`config.mk`:
```
export PLATFORM = sky130hd
export DESIGN_NAME = sa_cache_lookup
export DESIGN_NICKNAME = d
export VERILOG_FILES = /design/src/rtl/sa_cache_pkg.sv /design/src/rtl/cache_addr_split.sv /design/src/rtl/cache_way_match.sv /design/src/rtl/cache_lru_ages.sv /design/src/rtl/sa_cache_lookup.sv
export SDC_FILE = /design/constraint.sdc
export NUM_CORES = 1
export LEC_CHECK = 0
export BUFFER_PORTS_ARGS = -buffer_cell sky130_fd_sc_hd__buf_2
export CAP_MARGIN = 25
export CORE_UTILIZATION = 55
export DETAILED_ROUTE_END_ITERATION = 8
export PLACE_DENSITY = 0.78
export SLEW_MARGIN = 20
export SYNTH_ARGS = -nofsm -noshare
export SYNTH_HDL_FRONTEND = slang
export SYNTH_SLANG_ARGS = --single-unit
```
`constraint.sdc`:
```
create_clock -name clk -period 3.8 [get_ports clk]
set_input_delay 0.76 -clock clk [delete_from_list [all_inputs] [get_ports clk]]
set_output_delay 0.76 -clock clk [all_outputs]
set_load 0.1 [all_outputs]
```
`src/rtl/sa_cache_pkg.sv`:
```
package sa_cache_pkg;
    typedef enum logic [1:0] {
        ST_IDLE,
        ST_LOOKUP,
        ST_REFILL,
        ST_RESPOND
    } cache_state_e;
endpackage

```
`src/rtl/cache_addr_split.sv`:
```
module cache_addr_split #(
    parameter int ADDR_W = 12,
    parameter int SET_W  = 3,
    parameter int OFF_W  = 2
) (
    input  logic [ADDR_W-1:0]              addr_i,
    output logic [ADDR_W-SET_W-OFF_W-1:0]  tag_o,
    output logic [SET_W-1:0]               set_o,
    output logic [OFF_W-1:0]               off_o
);
    // offset low, set index in the middle, tag on top
    assign off_o = addr_i[OFF_W-1:0];
    assign set_o = addr_i[OFF_W+SET_W-1:OFF_W];
    assign tag_o = addr_i[ADDR_W-1:OFF_W+SET_W];
endmodule

```
`src/rtl/cache_way_match.sv`:
```
module cache_way_match #(
    parameter int WAYS  = 2,
    parameter int TAG_W = 7,
    parameter int AGE_W = 1,
    parameter int WAY_W = 1
) (
    input  logic [WAYS-1:0]       line_valid,
    input  logic [WAYS*TAG_W-1:0] line_tags,
    input  logic [WAYS*AGE_W-1:0] line_ages,
    input  logic [TAG_W-1:0]      tag_i,
    output logic [WAYS-1:0]       hit_vec,
    output logic                  hit,
    output logic [WAY_W-1:0]      hit_way,
    output logic [WAY_W-1:0]      victim_way
);
    for (genvar w = 0; w < WAYS; w++) begin : g_cmp
        assign hit_vec[w] = line_valid[w] && (line_tags[w*TAG_W +: TAG_W] == tag_i);
    end

    assign hit = |hit_vec;

    always_comb begin
        logic found;
        hit_way    = '0;
        victim_way = '0;
        found      = 1'b0;
        for (int w = 0; w < WAYS; w++) begin
            if (hit_vec[w]) hit_way = WAY_W'(w);
        end
        for (int w = 0; w < WAYS; w++) begin
            if (!found && !line_valid[w]) begin
                victim_way = WAY_W'(w);
                found      = 1'b1;
            end
        end
        if (!found) begin
            for (int w = 0; w < WAYS; w++) begin
                if (line_ages[w*AGE_W +: AGE_W] == AGE_W'(WAYS-1)) victim_way = WAY_W'(w);
            end
        end
    end
endmodule

```
`src/rtl/cache_lru_ages.sv`:
```
module cache_lru_ages #(
    parameter int WAYS  = 2,
    parameter int AGE_W = 1,
    parameter int WAY_W = 1
) (
    input  logic [WAYS*AGE_W-1:0] ages_i,
    input  logic [WAY_W-1:0]      touch_way,
    output logic [WAYS*AGE_W-1:0] ages_o
);
    logic [AGE_W-1:0] touch_age;
    assign touch_age = ages_i[int'(touch_way)*AGE_W +: AGE_W];

    // touched way becomes youngest; ways younger than it age by one
    for (genvar w = 0; w < WAYS; w++) begin : g_age
        logic [AGE_W-1:0] cur;
        assign cur = ages_i[w*AGE_W +: AGE_W];
        assign ages_o[w*AGE_W +: AGE_W] =
            (int'(touch_way) == w) ? '0 :
            (cur < touch_age)      ? cur + AGE_W'(1) : cur;
    end
endmodule

```
`src/rtl/sa_cache_lookup.sv`:
```
module sa_cache_lookup
    import sa_cache_pkg::*;
#(
    parameter int ADDR_W = 12,
    parameter int SET_W  = 3,
    parameter int OFF_W  = 2,
    parameter int WAYS   = 2
) (
    input  logic                      clk,
    input  logic                      rst_n,
    input  logic                      req_valid,
    input  logic [ADDR_W-1:0]         req_addr,
    output logic                      req_ready,
    output logic                      rsp_valid,
    output logic                      rsp_hit,
    output logic [7:0]                rsp_data,
    output logic                      mem_req_valid,
    output logic [ADDR_W-OFF_W-1:0]   mem_req_addr,
    input  logic                      fill_ack,
    input  logic [(8<<OFF_W)-1:0]     fill_data,
    output logic                      busy
);
    localparam int TAG_W    = ADDR_W - SET_W - OFF_W;
    localparam int SETS     = 1 << SET_W;
    localparam int BLK_BITS = 8 << OFF_W;
    localparam int AGE_W    = (WAYS > 1) ? $clog2(WAYS) : 1;
    localparam int WAY_W    = (WAYS > 1) ? $clog2(WAYS) : 1;

    cache_state_e state_q, state_d;
    logic [ADDR_W-1:0] addr_q;
    logic [WAY_W-1:0]  fill_way_q;

    logic [WAYS-1:0]       valid_q [SETS];
    logic [WAYS*TAG_W-1:0] tags_q  [SETS];
    logic [WAYS*AGE_W-1:0] ages_q  [SETS];
    logic [BLK_BITS-1:0]   data_q  [SETS][WAYS];

    logic [TAG_W-1:0]      cur_tag;
    logic [SET_W-1:0]      cur_set;
    logic [OFF_W-1:0]      cur_off;
    logic [WAYS-1:0]       hit_vec;
    logic                  hit;
    logic [WAY_W-1:0]      hit_way, victim_way, touch_way;
    logic [WAYS*AGE_W-1:0] ages_next;
    logic                  line_write, lru_write;
    logic [BLK_BITS-1:0]   rd_line;

    cache_addr_split #(.ADDR_W(ADDR_W), .SET_W(SET_W), .OFF_W(OFF_W)) u_split (
        .addr_i(addr_q), .tag_o(cur_tag), .set_o(cur_set), .off_o(cur_off)
    );

    cache_way_match #(.WAYS(WAYS), .TAG_W(TAG_W), .AGE_W(AGE_W), .WAY_W(WAY_W)) u_match (
        .line_valid(valid_q[cur_set]), .line_tags(tags_q[cur_set]),
        .line_ages(ages_q[cur_set]), .tag_i(cur_tag),
        .hit_vec(hit_vec), .hit(hit), .hit_way(hit_way), .victim_way(victim_way)
    );

    assign touch_way = (state_q == ST_REFILL) ? fill_way_q : hit_way;

    cache_lru_ages #(.WAYS(WAYS), .AGE_W(AGE_W), .WAY_W(WAY_W)) u_lru (
        .ages_i(ages_q[cur_set]), .touch_way(touch_way), .ages_o(ages_next)
    );

    assign line_write = (state_q == ST_REFILL) && fill_ack;
    assign lru_write  = line_write || ((state_q == ST_LOOKUP) && hit);

    // next-state logic
    always_comb begin
        state_d = state_q;
        unique case (state_q)
            ST_IDLE:    if (req_valid) state_d = ST_LOOKUP;
            ST_LOOKUP:  state_d = hit ? ST_IDLE : ST_REFILL;
            ST_REFILL:  if (fill_ack) state_d = ST_RESPOND;
            ST_RESPOND: state_d = ST_IDLE;
            default:    state_d = ST_IDLE;
        endcase
    end

    // state register and request capture
    always_ff @(posedge clk) begin
        if (!rst_n) begin
            state_q    <= ST_IDLE;
            addr_q     <= '0;
            fill_way_q <= '0;
        end else begin
            state_q <= state_d;
            if (state_q == ST_IDLE && req_valid) addr_q <= req_addr;
            if (state_q == ST_LOOKUP && !hit) fill_way_q <= victim_way;
        end
    end

    // valid bits and recency ages
    always_ff @(posedge clk) begin
        if (!rst_n) begin
            for (int s = 0; s < SETS; s++) begin
                valid_q[s] <= '0;
                for (int w = 0; w < WAYS; w++) ages_q[s][w*AGE_W +: AGE_W] <= AGE_W'(w);
            end
        end else begin
            if (line_write) valid_q[cur_set][fill_way_q] <= 1'b1;
            if (lru_write)  ages_q[cur_set] <= ages_next;
        end
    end

    // tag and data storage
    always_ff @(posedge clk) begin
        if (line_write) begin
            tags_q[cur_set][int'(fill_way_q)*TAG_W +: TAG_W] <= cur_tag;
            data_q[cur_set][fill_way_q] <= fill_data;
        end
    end

    // output logic
    always_comb begin
        rd_line       = (state_q == ST_RESPOND) ? data_q[cur_set][fill_way_q]
                                                : data_q[cur_set][hit_way];
        req_ready     = (state_q == ST_IDLE);
        rsp_valid     = ((state_q == ST_LOOKUP) && hit) || (state_q == ST_RESPOND);
        rsp_hit       = (state_q == ST_LOOKUP) && hit;
        rsp_data      = rsp_valid ? rd_line[{cur_off, 3'b000} +: 8] : 8'h00;
        mem_req_valid = (state_q == ST_REFILL);
        mem_req_addr  = addr_q[ADDR_W-1:OFF_W];
        busy          = (state_q == ST_REFILL);
    end

    AST_ONE_WAY_MATCH: assert property (@(posedge clk) disable iff (!rst_n)
        (state_q == ST_LOOKUP) |-> $onehot0(hit_vec));
    AST_HIT_NEXT_CYCLE: assert property (@(posedge clk) disable iff (!rst_n)
        (rsp_valid && rsp_hit) |-> $past(req_valid && req_ready));
    AST_MISS_REQ_START: assert property (@(posedge clk) disable iff (!rst_n)
        $rose(mem_req_valid) |-> $past(req_valid && req_ready, 2));
    AST_REFILL_HOLD: assert property (@(posedge clk) disable iff (!rst_n)
        (mem_req_valid && !fill_ack) |=> (mem_req_valid && busy && $stable(mem_req_addr)));
    AST_MISS_AFTER_FILL: assert property (@(posedge clk) disable iff (!rst_n)
        (rsp_valid && !rsp_hit) |-> $past(mem_req_valid && fill_ack));
endmodule

```
==> impl_metrics.csv, run 1 <==
group,metric,value,unit
run_status,status,"finished with violations",
run_status,violations,"DRC, setup timing",
yosys,syn_avg_cell_area,21.8,um^2
detailed_routing,vias,12947,
detailed_routing,drcViolationCount,8,
yosys,ys.flop_type,"edfxtp_1",
timing,final_hold_viol_count,0,
detailed_routing,finalWirelength,59500,um
setup_path,rr_worst_depth,17,
place,dpl_cell_area,27900,um^2
clock_tree,cts_num_sinks,674,
power_and_ir_drop,cellLeakagePower,9.53,nW
timing,final.period_utilization,122,%
timing,tightest_slew,776,ps
detailed_routing,firstDrtPassIters,8,
detailed_routing,vias_per_cell,6.34,
clock_tree,cts_buffers,67,
floorplanning,fp-row-count,79,
setup_path,crit_type,"reg -> out",
floorplanning,die_h,221,um
timing,fin_ws,-835,ps
clock_tree,cts_htree_levels,3,
worst_hold_path,holdPathEnd,"addr_q[10]",
setup_path,r2r_setup_slack,100,ps
setup_path,crit_fanout,8,
floorplanning,fp.dieW,221,um
worst_hold_path,hold_path_depth,3,
yosys,yosysSeqAreaShare,75.6,%
floorplanning,start_util,56.1,%
yosys,synthTopCellsByArea,"edfxtp_1 (73%), mux4_2 (15%), dfxtp_1 (2.7%)",
worst_hold_path,min_from,"req_addr[10]",
place,io_buffers,70,
cells_and_area,syn2layout_area_growth,16.3,%
timing,fin_setup_tns,-7140,ps
yosys,yosys_warnings,0,
yosys,ys_async_sr_fraction,0,%
place,preCtsSetupSlack,-321,ps
setup_path,endpoint_kind,"primary output",
yosys,netlist_instances,1209,
yosys,ys_types,48,
timing,slew_headroom,48.3,%
place,gp_congestion,0.780,
floorplanning,ioPinCount,71,
global_routing,antenna_found_initial,3,
power_and_ir_drop,power_density,507,nW/um^2
yosys,ys_ff_latch,674,
floorplanning,core_area,46900,um^2
yosys,synth_adder_area_share,0,%
yosys,synth-compound-area-share,1.62,%
yosys,ys_top_cells_by_count,"edfxtp_1 (639), mux4_2 (171), nor2_1 (74)",
global_routing,grt_start_max_net_pins,59,
detailed_routing,wl_per_cell,29.2,um
cells_and_area,design_area,30600,um^2
floorplanning,dieArea,48700,um^2
timing,whs,409,ps
setup_path,r2r-end,"ages_q[6][0]",
yosys,synth_top_family_by_area,"multiplexers",
global_routing,first_global_vias,13431,
yosys,syn-cell-area,26300,um^2
clock_tree,cts_buffer_depth,3,
clock_tree,cts_root_buf,"clkbuf_16",
setup_path,worstPathArrival,3870,ps
worst_hold_path,hold_path_class,"in -> reg",
yosys,synth.top_cell.area_share,72.9,%
power_and_ir_drop,finalPower,15.5,mW
yosys,synthXorXnorAreaFrac,0.366,%
run,cap_violations,0,
cells_and_area,nets,1429,
power_and_ir_drop,ir_drop,0.303,mV
timing,rsz0062_at_grt,"yes",
timing,fmax,216,MHz
clock_tree,tritoncts,"done",
clock_tree,path_clk_slew,60,ps
setup_path,required,3040,ps
timing,setup_viol,10,
timing,slew_viol_final,0,
global_routing,grt_pass1_wl,86000,um
detailed_routing,drtIter0Drc,1448,
yosys,synth_edf_count,639,
yosys,synthesis.nets,1257,
yosys,yosysTopAreaCell,"edfxtp_1",
yosys,post-synth-top-count-cell,"edfxtp_1",
yosys,yosys.area_share.simple,2.50,%
detailed_routing,drtAntennaViolNets,0,
timing,clock_skew,23.1,ps
setup_path,start_kind,"flop",
yosys,synth_mux_area_share,18.2,%
timing,period_needed,4630,ps
global_routing,gr-total-overflow,0,
clock_tree,cts.hold.buffers_added,0,
cells_and_area,drive_above_1_share,35.1,%
global_routing,grt_usage,25.1,%
clock_tree,clkLatencyLatePin,590,ps
place,dp_hpwl,31000,um
-- logic make-up (layout without fill, tap and decap cells) --
family | after synthesis | count (layout)
compound gates | 58 | 58
other cells | 0 | 2
xor+xnor | 11 | 11
mux | 249 | 249
buf+inv | 80 | 303
simple gates | 137 | 137
flops | 674 | 674
-- worst max path at each step --
stage,from,endpoint,slack (ps),cells after the start
3_5_place_dp,flop,rsp_data[0],-320,11
5_1_grt,flop,rsp_data[6],-920,13
2_1_floorplan,flop,rsp_data[1],-310,11
6_report,flop,rsp_data[6],-830,13
4_1_cts,flop,rsp_data[6],-860,13
3_3_place_gp,flop,rsp_data[2],-250,11
-- repair_timing --
action	4_1_cts	5_1_grt
gates cloned	1	0
pin swaps	10	9
endpoints found under the setup margin	10	10
buffers inserted	23	10
gates resized for setup	64	23
-- critical path, cell delays in order, from the launching register on --
cell and delay (ps):
dfxtp_4 390, buf_12 120, mux4_2 510, mux2i_2 200, xor2_1 190, nand4_2 160, o31ai_4 250, buf_12 150
buf_16 150, buf_8 120, mux2_4 300, o211a_4 160, a211oi_4 320, buf_12 220
-- registers in the layout, indices dropped and copies added, names as in the netlist, named ones only --
signal,count
data_q,512
addr_q,12
valid_q,16
state_q,1
ages_q,16
tags_q,112
fill_way_q,1
-- power by group --
| group | leakage [nW] | internal [mW] | switching (mW) |
|---|---|---|---|
| clock network | 1.01 | 3.61 | 2.68 |
| logic | 2.59 | 0.429 | 0.611 |
| registers | 5.93 | 8.15 | 0.0282 |
-- metrics by stage --
stage	util (%)	instances
after floorplan	-	1209
after global placement	59.6	1888
after detailed placement	59.6	1888
after CTS	64.9	2030
after global routing	65.3	2040
final	65.3	2041
-- cell type report --
| cell class | count | area, um^2 |
|---|---|---|
| Sequential cell | 674 | 19900 |
| Tap cell | 607 | 759 |
| Timing Repair Buffer | 177 | 1570 |
| Clock buffer | 93 | 1890 |
| Inverter | 6 | 25.0 |
| Fill cell | 2932 | 16300 |
| Antenna cell | 2 | 5.00 |
| Multi-Input combinational cell | 455 | 6260 |
| Clock inverter | 27 | 171 |
-- per-layer routing --
metal  share of wire [%]  vias up  GRT usage (%)
li1                    -     5346              -
met1                  37     6786           31.6
met2                  52      684           43.0
met3                 8.0      127           4.89
met4                 3.1        4           10.6
met5               0.042        -              0
-- layout by cell type, fill, tap and decap left out, drive strengths merged, types with 7 or more instances in the layout --
| cell | count |
|---|---|
| a211oi | 7 |
| a21oi | 12 |
| a22oi | 10 |
| and2 | 10 |
| buf | 177 |
| clkbuf | 93 |
| clkinv | 25 |
| dfxtp | 35 |
| edfxtp | 639 |
| mux2i | 64 |
| mux4 | 180 |
| nand2 | 12 |
| nand2b | 10 |
| nor2 | 74 |
| nor2b | 11 |
| o211a | 8 |
| o21ai | 11 |
| xor2 | 9 |
No activity file was read; power rests on OpenSTA's default activity.
==> inputs of run 2 (changes only) <==
--- a/config.mk
+++ b/config.mk
@@ -9,8 +9,9 @@
 export CAP_MARGIN = 25
 export CORE_UTILIZATION = 55
 export DETAILED_ROUTE_END_ITERATION = 8
-export PLACE_DENSITY = 0.78
+export PLACE_DENSITY = 0.72
 export SLEW_MARGIN = 20
 export SYNTH_ARGS = -nofsm -noshare
 export SYNTH_HDL_FRONTEND = slang
 export SYNTH_SLANG_ARGS = --single-unit
+export TNS_END_PERCENT = 50
==> run 2 against run 1 <==
Net effect: the run still ends with DRC, setup timing left; die area did not move; total power grew 2.1%; fmax rose by 3.2%; wire length down 3.6%; combinational power barely moved; via count shrank 2.3%; sequential power hardly changed; largest power group unchanged.
==> impl_metrics.csv, run 2 (synthesis gave the netlist of run 1 again) <==
group,metric,value,unit
timing,clock_skew,23.8,ps
global_routing,first_global_vias,12783,
setup_path,endpoint_kind,"primary output",
global_routing,grt_pass1_wl,84100,um
cells_and_area,drive_above_1_share,34.4,%
setup_path,crit_fanout,7,
cells_and_area,design_area,30600,um^2
setup_path,r2r-end,"ages_q[4][1]",
place,preCtsSetupSlack,-250,ps
worst_hold_path,holdPathEnd,"addr_q[10]",
timing,tightest_slew,743,ps
timing,period_needed,4490,ps
timing,fmax,223,MHz
place,gp_congestion,0.791,
timing,slew_viol_final,0,
clock_tree,cts_root_buf,"clkbuf_16",
detailed_routing,drtIter0Drc,1300,
floorplanning,die_h,221,um
cells_and_area,final_cell_mix,"edfxtp_1 (639), mux4_2 (177), clkbuf_16 (70), buf_2 (60), nor2_1 (57)",
detailed_routing,finalWirelength,57400,um
floorplanning,fp.dieW,221,um
clock_tree,tritoncts,"done",
floorplanning,core_area,46900,um^2
run,cap_violations,0,
cells_and_area,nFillCells,3007,
floorplanning,start_util,56.1,%
floorplanning,fp-row-count,79,
place,placed_cells,1892,
global_routing,grt_usage,24.3,%
worst_hold_path,min_from,"req_addr[10]",
global_routing,antenna_found_initial,3,
cells_and_area,final_common_cell,"edfxtp_1",
run_status,status,"finished with violations",
clock_tree,cts_num_sinks,674,
clock_tree,clkLatencyLatePin,600,ps
place,dpl_cell_area,28100,um^2
cells_and_area,regMostFlops,"data_q",
timing,final.period_utilization,118,%
floorplanning,ioPinCount,71,
timing,final_hold_viol_count,0,
cells_and_area,nets,1411,
detailed_routing,drcViolationCount,4,
clock_tree,cts_buffers,68,
power_and_ir_drop,ir_drop,0.338,mV
clock_tree,cts.hold.buffers_added,0,
timing,whs,416,ps
setup_path,crit_type,"reg -> out",
detailed_routing,wl_per_cell,28.4,um
timing,slew_headroom,50.3,%
clock_tree,cts_htree_levels,3,
detailed_routing,vias,12647,
detailed_routing,vias_per_cell,6.26,
worst_hold_path,hold_path_depth,3,
global_routing,gr-total-overflow,0,
timing,rsz0062_at_grt,"yes",
detailed_routing,firstDrtPassIters,7,
cells_and_area,syn2layout_area_growth,16.3,%
global_routing,grt_start_max_net_pins,96,
timing,setup_viol,10,
power_and_ir_drop,cellLeakagePower,9.53,nW
setup_path,start_kind,"flop",
place,dp_hpwl,31000,um
cells_and_area,finalNonFillerCells,2021,
setup_path,worstPathArrival,3730,ps
clock_tree,cts_buffer_depth,3,
floorplanning,dieArea,48700,um^2
setup_path,rr_worst_depth,13,
place,io_buffers,70,
worst_hold_path,hold_path_class,"in -> reg",
timing,fin_ws,-692,ps
setup_path,required,3040,ps
detailed_routing,drtAntennaViolNets,0,
run_status,violations,"DRC, setup timing",
clock_tree,path_clk_slew,60,ps
setup_path,r2r_setup_slack,300,ps
power_and_ir_drop,power_density,517,nW/um^2
cells_and_area,largest_reg_flops,512,
cells_and_area,largestRegisters,"data_q (512), tags_q (112)",
[run 2: cell type report]
| type | count | area, um^2 | area share [%] |
|---|---|---|---|
| multi-input cells | 455 | 6260 | 20.5 |
| flip-flops and latches | 674 | 19900 | 65.0 |
| inverters | 6 | 22.5 | 0.0736 |
| repair buffers | 158 | 1450 | 4.74 |
| clock inverters | 34 | 370 | 1.21 |
| well taps | 607 | 759 | 2.48 |
| diodes | 1 | 2.50 | 0.00818 |
| clock buffers | 86 | 1830 | 5.99 |
[run 2: worst max-delay path by stage]
| stage | end | slack, ps | cells past startpoint |
|---|---|---|---|
| 2_1_floorplan | rsp_data[1] | -310 | 11 |
| 3_3_place_gp | rsp_data[3] | -240 | 8 |
| 3_5_place_dp | rsp_data[4] | -250 | 9 |
| 4_1_cts | rsp_data[7] | -780 | 13 |
| 5_1_grt | rsp_data[0] | -790 | 12 |
| 6_report | rsp_data[5] | -690 | 10 |
[run 2: power breakdown]
part           switching (mW)  internal, mW
combinational           0.594         0.424
sequential             0.0323          8.15
clock                    2.72          3.90
[run 2: per-stage QoR]
stage                     power [mW]  TNS [ps]  util, %
after global routing            16.2     -7140     65.3
after detailed placement        9.32     -1560     59.9
after global placement          9.31     -1280     59.9
final                           15.8     -6040     65.3
after CTS                       15.9     -6940     65.0
after floorplan                 9.00     -1130        -
[run 2: what timing repair did]
item / CTS / global route
setup endpoints to repair: 10 / 12
pin swaps: 7 / 10
gates resized for setup: 37 / 31
setup buffers: 6 / 3
[run 2: layer usage]
| layer | GRT usage, % | part of all wire (%) |
|---|---|---|
| met2 | 38.5 | 49 |
| met4 | 6.71 | 2.4 |
| met5 | 0 | 0.031 |
| met3 | 4.63 | 7.2 |
| met1 | 35.0 | 41 |
[run 2: worst max-delay path, cell delays in order (launching register included)]
cell,delay (ps)
dfxtp_4,430
mux4_2,520
mux2i_1,190
xor2_1,200
nand4_2,170
o31ai_4,350
buf_12,170
buf_4,110
mux4_2,540
o211a_1,260
buf_6,190
